--- config.mk ---
export PLATFORM = sky130hd
export DESIGN_NAME = serial_cmd_port
export DESIGN_NICKNAME = d
export VERILOG_FILES = /design/src/rtl/scp_pkg.sv /design/src/rtl/scp_sync.sv /design/src/rtl/scp_regfile.sv /design/src/rtl/scp_conv.sv /design/src/rtl/scp_frame.sv /design/src/rtl/serial_cmd_port.sv
export SDC_FILE = /design/constraint.sdc
export NUM_CORES = 1
export LEC_CHECK = 0
export ABC_AREA = 0
export BUFFER_PORTS_ARGS = -buffer_cell sky130_fd_sc_hd__buf_2
export CORE_MARGIN = 2
export CORE_UTILIZATION = 45
export CTS_BUF_LIST = sky130_fd_sc_hd__clkbuf_4
export DETAILED_ROUTE_END_ITERATION = 16
export PLACE_DENSITY = 0.63
export SKIP_LAST_GASP = 1
export SLEW_MARGIN = 25
export SYNTH_ARGS = -nofsm -noshare
export SYNTH_HDL_FRONTEND = slang
export SYNTH_SLANG_ARGS = --single-unit
--- constraint.sdc ---
create_clock -name clk -period 5 [get_ports clk]
set_input_delay 0.25 -clock clk [delete_from_list [all_inputs] [get_ports clk]]
set_output_delay 0.25 -clock clk [all_outputs]
set_load 0.01 [all_outputs]
--- src/rtl/scp_pkg.sv ---
package scp_pkg;
  localparam int CMD_W    = 8;
  localparam int ADDR_W   = 3;
  localparam int NUM_REGS = 8;

  typedef struct packed {
    logic              rd;
    logic [3:0]        rsv;
    logic [ADDR_W-1:0] addr;
  } cmd_t;
endpackage

--- src/rtl/scp_sync.sv ---
module scp_sync #(
  parameter int           W       = 1,
  parameter int           STAGES  = 2,
  parameter logic [W-1:0] RST_VAL = '0
) (
  input  logic         clk,
  input  logic         rst,
  input  logic [W-1:0] d,
  output logic [W-1:0] q
);
  logic [W-1:0] st [STAGES];

  for (genvar g = 0; g < STAGES; g++) begin : g_stage
    if (g == 0) begin : g_first
      always_ff @(posedge clk) st[g] <= rst ? RST_VAL : d;
    end else begin : g_next
      always_ff @(posedge clk) st[g] <= rst ? RST_VAL : st[g-1];
    end
  end

  assign q = st[STAGES-1];
endmodule

--- src/rtl/scp_regfile.sv ---
module scp_regfile import scp_pkg::*; #(
  parameter int DATA_W        = 24,
  parameter int RATIO_W       = 16,
  parameter int DEFAULT_RATIO = 100
) (
  input  logic              clk,
  input  logic              rst,
  input  logic              wr_en,
  input  logic [ADDR_W-1:0] waddr,
  input  logic [DATA_W-1:0] wdata,
  input  logic [ADDR_W-1:0] raddr,
  output logic [DATA_W-1:0] rdata,
  output logic              run_o,
  output logic [RATIO_W-1:0] ratio_o
);
  localparam logic [DATA_W-1:0] CTRL_RST = DATA_W'(DEFAULT_RATIO);

  logic [DATA_W-1:0] mem [NUM_REGS];
  logic [DATA_W-1:0] ctrl;

  // Entries 1..7 live in a plain array so it can map onto block RAM.
  always_ff @(posedge clk) begin
    if (wr_en && waddr != '0) mem[waddr] <= wdata;
  end

  always_ff @(posedge clk) begin
    if (rst)                        ctrl <= CTRL_RST;
    else if (wr_en && waddr == '0)  ctrl <= wdata;
  end

  always_ff @(posedge clk) begin
    rdata <= (raddr == '0) ? ctrl : mem[raddr];
  end

  assign run_o   = ctrl[DATA_W-1];
  assign ratio_o = ctrl[RATIO_W-1:0];
endmodule

--- src/rtl/scp_conv.sv ---
module scp_conv #(
  parameter int DATA_W      = 24,
  parameter int RATIO_W     = 16,
  parameter int FIRST_EXTRA = 7
) (
  input  logic               clk,
  input  logic               rst,
  input  logic               run,
  input  logic [RATIO_W-1:0] ratio,
  input  logic [DATA_W-1:0]  conv_data,
  input  logic               clr,
  input  logic               busy,
  output logic               flag,
  output logic [DATA_W-1:0]  result
);
  localparam int EW = RATIO_W + 1;

  logic [EW-1:0]     elapsed;
  logic              first;
  logic [EW-1:0]     target;
  logic              done;
  logic [DATA_W-1:0] hold;
  logic              hold_v;

  always_comb begin
    target = (ratio == '0) ? EW'(1) : EW'(ratio);
    if (first) target = target + EW'(FIRST_EXTRA);
  end

  assign done = run && (elapsed == target - EW'(1));

  always_ff @(posedge clk) begin
    if (rst || !run) begin
      elapsed <= '0;
      first   <= 1'b1;
    end else if (done) begin
      elapsed <= '0;
      first   <= 1'b0;
    end else begin
      elapsed <= elapsed + EW'(1);
    end
  end

  always_ff @(posedge clk) begin
    if (rst) begin
      flag   <= 1'b0;
      hold_v <= 1'b0;
      result <= '0;
      hold   <= '0;
    end else begin
      if (clr) flag <= 1'b0;
      if (done) begin
        if (busy) begin
          hold   <= conv_data;
          hold_v <= 1'b1;
        end else begin
          result <= conv_data;
          flag   <= 1'b1;
        end
      end else if (hold_v && !busy) begin
        result <= hold;
        flag   <= 1'b1;
        hold_v <= 1'b0;
      end
    end
  end

  p_clear_flag_r8: assert property (@(posedge clk) disable iff (rst)
    clr |=> !flag);
  p_hold_busy_r9: assert property (@(posedge clk) disable iff (rst)
    (done && busy) |=> hold_v);
  p_release_r9: assert property (@(posedge clk) disable iff (rst)
    (hold_v && !busy) |=> flag);
endmodule

--- src/rtl/scp_frame.sv ---
module scp_frame import scp_pkg::*; #(
  parameter int DATA_W = 24
) (
  input  logic              clk,
  input  logic              rst,
  input  logic              cs_act,
  input  logic              rise,
  input  logic              fall,
  input  logic              sdi,
  input  logic              flag_i,
  input  logic [DATA_W-1:0] result_i,
  input  logic [DATA_W-1:0] rdata_i,
  output logic [ADDR_W-1:0] raddr,
  output logic              wr_en,
  output logic [ADDR_W-1:0] waddr,
  output logic [DATA_W-1:0] wdata,
  output logic              clr_o,
  output logic              busy_o,
  output logic              sdo_o
);
  localparam int FRAME_LEN = CMD_W + DATA_W;
  localparam int CNT_W     = $clog2(FRAME_LEN + 1);
  localparam logic [CNT_W-1:0] CMD_END = CNT_W'(CMD_W - 1);
  localparam logic [CNT_W-1:0] LAST    = CNT_W'(FRAME_LEN - 1);

  logic [CNT_W-1:0]  cnt;
  logic [DATA_W-1:0] sh_in;
  logic [DATA_W-1:0] out_sh;
  cmd_t              cmd_q;
  cmd_t              cmd_now;
  logic              res_frame;
  logic              data_phase;
  logic              load_pend;
  logic              sdo_q;

  assign cmd_now = cmd_t'({sh_in[CMD_W-2:0], sdi});
  assign raddr   = cmd_now.addr;
  assign busy_o  = res_frame;
  assign sdo_o   = sdo_q;

  always_ff @(posedge clk) begin
    if (rst) begin
      cnt        <= '0;
      sh_in      <= '0;
      out_sh     <= '0;
      cmd_q      <= '0;
      res_frame  <= 1'b0;
      data_phase <= 1'b0;
      load_pend  <= 1'b0;
      wr_en      <= 1'b0;
      waddr      <= '0;
      wdata      <= '0;
      clr_o      <= 1'b0;
      sdo_q      <= 1'b1;
    end else begin
      wr_en     <= 1'b0;
      clr_o     <= 1'b0;
      load_pend <= 1'b0;
      if (!cs_act) begin
        cnt        <= '0;
        res_frame  <= 1'b0;
        data_phase <= 1'b0;
        sdo_q      <= !flag_i;
      end else begin
        if (load_pend) out_sh <= (cmd_q.rsv == '0) ? rdata_i : '0;
        if (rise) begin
          sh_in <= {sh_in[DATA_W-2:0], sdi};
          if (cnt == '0) res_frame <= flag_i;
          if (cnt == CMD_END) begin
            cmd_q      <= cmd_now;
            data_phase <= 1'b1;
            if (res_frame) begin
              clr_o  <= 1'b1;
              out_sh <= result_i;
            end else if (cmd_now.rd) begin
              load_pend <= 1'b1;
            end else begin
              out_sh <= '0;
            end
          end
          if (cnt == LAST) begin
            cnt        <= '0;
            data_phase <= 1'b0;
            res_frame  <= 1'b0;
            if (!res_frame && !cmd_q.rd && cmd_q.rsv == '0) begin
              wr_en <= 1'b1;
              waddr <= cmd_q.addr;
              wdata <= {sh_in[DATA_W-2:0], sdi};
            end
          end else begin
            cnt <= cnt + CNT_W'(1);
          end
        end
        if (fall && data_phase) begin
          sdo_q  <= out_sh[DATA_W-1];
          out_sh <= {out_sh[DATA_W-2:0], 1'b0};
        end else if (!data_phase) begin
          sdo_q <= !flag_i;
        end
      end
    end
  end

  p_cnt_bound_r3: assert property (@(posedge clk) disable iff (rst)
    cnt <= LAST);
  p_abort_r6: assert property (@(posedge clk) disable iff (rst)
    !cs_act |=> (cnt == '0 && !wr_en));
  p_clear_in_readout_r8: assert property (@(posedge clk) disable iff (rst)
    clr_o |-> busy_o);
endmodule

--- src/rtl/serial_cmd_port.sv ---
module serial_cmd_port import scp_pkg::*; #(
  parameter int DATA_W        = 24,
  parameter int RATIO_W       = 16,
  parameter int DEFAULT_RATIO = 100,
  parameter int SYNC_STAGES   = 2,
  parameter int FIRST_EXTRA   = 7
) (
  input  logic              clk,
  input  logic              rst,
  input  logic              csn_i,
  input  logic              sclk_i,
  input  logic              sdi_i,
  input  logic [DATA_W-1:0] conv_data_i,
  output logic              sdo_o,
  output logic              sdo_oe_o
);
  logic [2:0]         synced;
  logic               s_csn, s_sclk, s_sdi;
  logic               sclk_q;
  logic               cs_act, rise, fall;
  logic [ADDR_W-1:0]  raddr, waddr;
  logic               wr_en, clr, busy, flag, run;
  logic [DATA_W-1:0]  wdata, rdata, result;
  logic [RATIO_W-1:0] ratio;

  scp_sync #(.W(3), .STAGES(SYNC_STAGES), .RST_VAL(3'b100)) u_sync (
    .clk(clk), .rst(rst), .d({csn_i, sclk_i, sdi_i}), .q(synced));

  assign {s_csn, s_sclk, s_sdi} = synced;
  assign cs_act = !s_csn;
  assign rise   = cs_act && s_sclk && !sclk_q;
  assign fall   = cs_act && !s_sclk && sclk_q;

  always_ff @(posedge clk) begin
    if (rst) begin
      sclk_q   <= 1'b0;
      sdo_oe_o <= 1'b0;
    end else begin
      sclk_q   <= s_sclk;
      sdo_oe_o <= cs_act;
    end
  end

  scp_frame #(.DATA_W(DATA_W)) u_frame (
    .clk(clk), .rst(rst), .cs_act(cs_act), .rise(rise), .fall(fall),
    .sdi(s_sdi), .flag_i(flag), .result_i(result), .rdata_i(rdata),
    .raddr(raddr), .wr_en(wr_en), .waddr(waddr), .wdata(wdata),
    .clr_o(clr), .busy_o(busy), .sdo_o(sdo_o));

  scp_regfile #(.DATA_W(DATA_W), .RATIO_W(RATIO_W),
                .DEFAULT_RATIO(DEFAULT_RATIO)) u_regs (
    .clk(clk), .rst(rst), .wr_en(wr_en), .waddr(waddr), .wdata(wdata),
    .raddr(raddr), .rdata(rdata), .run_o(run), .ratio_o(ratio));

  scp_conv #(.DATA_W(DATA_W), .RATIO_W(RATIO_W),
             .FIRST_EXTRA(FIRST_EXTRA)) u_conv (
    .clk(clk), .rst(rst), .run(run), .ratio(ratio), .conv_data(conv_data_i),
    .clr(clr), .busy(busy), .flag(flag), .result(result));

  p_hiz_r1: assert property (@(posedge clk) disable iff (rst)
    !cs_act |=> !sdo_oe_o);
endmodule

==> out/qor.txt <==
total global routing overflow: 0
number of synthesized flops with an enable pin: 168
Worst Hold Margin: 0.237 ns
vias post-DR: 11700
largest net degree at the start of global routing: 83
Max FO, Critical Path: 15
Die X-Extent: 195 um
R2R depth: 16
worst setup path class: reg -> reg
Setup TNS Final: 0 ns
P per Cell Area: 334 nW/um^2
ys flop type: dfxtp_1
endpoint class of the critical path: register
CTS sink cnt: 386
Final Hold Vio Count: 0
Mapped Cells: 1457
drt first pass iters: 5
Starting Density: 45.8%
GR Util All Layers: 20.5%
Avg WL per Cell: 18.7 um
CP arrival: 5.21 ns
max-slew violations: 0
hpwl dp: 23.8 mm
initial antenna violation count: 2
clock buffer depth: 3
Initial DRC Count: 888
GPL Wtd Cong: 0.808
Tcrit/Tclk final: 91.3%
max_slew headroom: 34.7%
Slew @ Worst Pin: 0.979 ns
Mapped Area: 16400 um^2
FF+latch count, synth: 386
Post-synth ARST share: 0%
Hold Crit Class: in -> reg
die area: 37900 um^2
drt via density: 5.59
overall power: 0.00625 W
Antenna Nets Post-Route: 0
Peak VDD IR: 0.160 mV
sequential area share after synthesis: 57.4%
share of cells above drive strength 1: 21.6%
first-pass GRT wire length: 62.1 mm
Leakage: 6.50 nW
drt total wl: 39.0 mm
Mean Syn Cell Area: 11.2 um^2
Final nets: 1576
Distinct cells, synth: 71
Tmin final: 4.56 ns
hold path depth: 3
max cap viols: 0
Worst Clk Skew: 0.0640 ns
TritonCTS clock tree: built
CP startpoint kind: register
H-tree depth: 3
Synthesized Nets: 1491
clk slew on worst S/H paths: 0.06 ns
Area Growth Syn to Fin: 14.2%
Row Count: 69
Worst EP required: 5.65 ns
fmax: 0.219 GHz
PortBufs: 30
I/O pins: 31
CTS buffer count: 97
Clk Latency, worst-skew pair: 0.75 ns
status: finished clean
endpoints failing setup: 0
Die H: 195 um
RSZ-0062 raised after global routing: no
vias in the first global route: 11600
core area: 35700 um^2
post-layout util: 52.3%
CTS Root Cell: clkbuf_4
Synth Warn #: 0
Remaining DRCs: 0
## worst max-delay path: stages (launching register included)
cell       delay [ns]
dfxtp_1          0.31
nor3_1           0.33
nand4_1          0.19
o31a_1           0.34
ha_1             0.23
nor2b_1          0.21
nor3_1           0.38
a21boi_0         0.19
a2111oi_1        0.41
nand4_1          0.17
xnor2_1          0.22
nor4b_1          0.26
nor4bb_4         0.32
buf_4            0.27
nand2_2          0.26
buf_4            0.25
a21oi_1          0.12
## state kept, by name (all words and copies together) (netlist names), 3 cells and up
signal          cells
u_conv.elapsed     17
u_frame.wdata      24
u_sync.st           6
u_frame.sh_in      23
u_regs.rdata       24
u_conv.hold        24
u_frame.cmd_q       8
u_conv.result      24
u_regs.mem        168
u_frame.waddr       3
u_frame.out_sh     24
u_regs.ctrl        24
u_frame.cnt         6
## what timing repair did
item | 4_1_cts | 5_1_grt
setup buffers | 0 | 4
endpoints found under the setup margin | 0 | 68
gates resized for setup | 0 | 7
hold endpoints to repair | 70 | 0
hold buffers | 29 | 0
## worst paths after layout
path | start | end | slack, ns
worst max-delay path | u_regs.ctrl[9] | u_conv.result[8] | 0.44
worst min register to register | u_sync.st[0][2] | u_sync.st[0][5] | 0.41
worst min-delay path | csn_i | u_sync.st[0][2] | 0.24
worst max register to register | u_regs.ctrl[9] | u_conv.result[8] | 0.44
## cell usage in the layout (no fill, tap or decap), types with 12 or more instances in the layout
cell and n:
buf_4 40, nand3_1 18, nor2b_1 37, xor2_1 21, mux2_2 26, o21ai_0 12
o22ai_1 24, clkbuf_4 165, mux2i_1 34, edfxtp_1 168, nand2_1 221, a221oi_1 25
xnor2_1 29, nor3_1 18, buf_2 29, a22o_1 25, mux4_2 48, a21oi_1 105
dfxtp_1 213, a22oi_1 25, a311o_1 24, inv_1 12, nor2_1 126, dlygate4sd3_1 29
## layout make-up
class	instances	area, um^2
antenna	1	2.50
clock buffer	165	1240
clock inverter	17	135
fill	3164	17000
inverter	14	52.6
multi-input combinational	945	6550
sequential	386	9420
tap	461	577
timing repair buffer	98	736
## layer usage
layer | GRT usage [%] | vias up | wire length, um
met3 | 4.01 | 68 | 2320
li1 | - | 5561 | -
met5 | 0 | - | 0
met1 | 28.4 | 5663 | 17900
met2 | 32.5 | 373 | 18000
met4 | 7.10 | 0 | 776
## power breakdown
group / internal, W / switching (W) / leakage (nW)
clock: 0.00159 / 0.00127 / 0.814
sequential: 0.00327 / 0.00000867 / 3.32
combinational: 0.0000573 / 0.0000625 / 2.37
total: 0.00491 / 0.00134 / 6.50
## cells in the mapped netlist (all sizes together) (3+ instances only)
cell type | count | area (um^2)
nand2 | 222 | 836
dfxtp | 218 | 4360
edfxtp | 168 | 5040
nor2 | 132 | 495
a21oi | 105 | 526
clkbuf | 85 | 319
mux4 | 48 | 1080
nor2b | 38 | 238
mux2i | 34 | 340
xnor2 | 30 | 263
buf | 28 | 145
mux2 | 26 | 293
a221oi | 25 | 219
a22o | 25 | 219
a22oi | 25 | 188
a311o | 24 | 240
o22ai | 24 | 150
nor3 | 21 | 105
xor2 | 21 | 184
nand3 | 20 | 118
o21ai | 14 | 70.1
inv | 13 | 48.8
nand4 | 10 | 62.6
and3 | 9 | 56.3
nand2b | 9 | 56.3
nor4 | 8 | 50.1
or3 | 7 | 48.8
ha | 5 | 62.6
nor4b | 5 | 43.8
o211ai | 5 | 37.5
o21a | 4 | 31.3
or2 | 4 | 25.0
or4 | 4 | 30.0
a2111oi | 3 | 45.1
a21o | 3 | 22.5
a31oi | 3 | 18.8
and4 | 3 | 26.3
o2111ai | 3 | 26.3
## cell families (layout without fill, tap and decap cells)
kind of cell,count (synthesis),in the layout,synth area share [%]
buffers and inverters,127,294,3.15
AO/OA/AOI/OAI,278,278,11.9
XOR/XNOR,52,52,2.87
AND/OR/NAND/NOR,501,502,13.8
flip-flops,386,386,57.4
multiplexers,108,108,10.5
other,0,1,0
adder cells (fa/ha/maj),5,5,0.382
## stage by stage
step                      cell area, um^2  cells  worst slack [ns]
after floorplan                     16400   1457             0.820
after global placement              17000   1870             0.330
after detailed placement            17000   1870             0.169
after CTS                           18600   2081             0.110
after global routing                18700   2087           0.00949
final                               18700   2087             0.435
(Power assumes the default switching activity.)
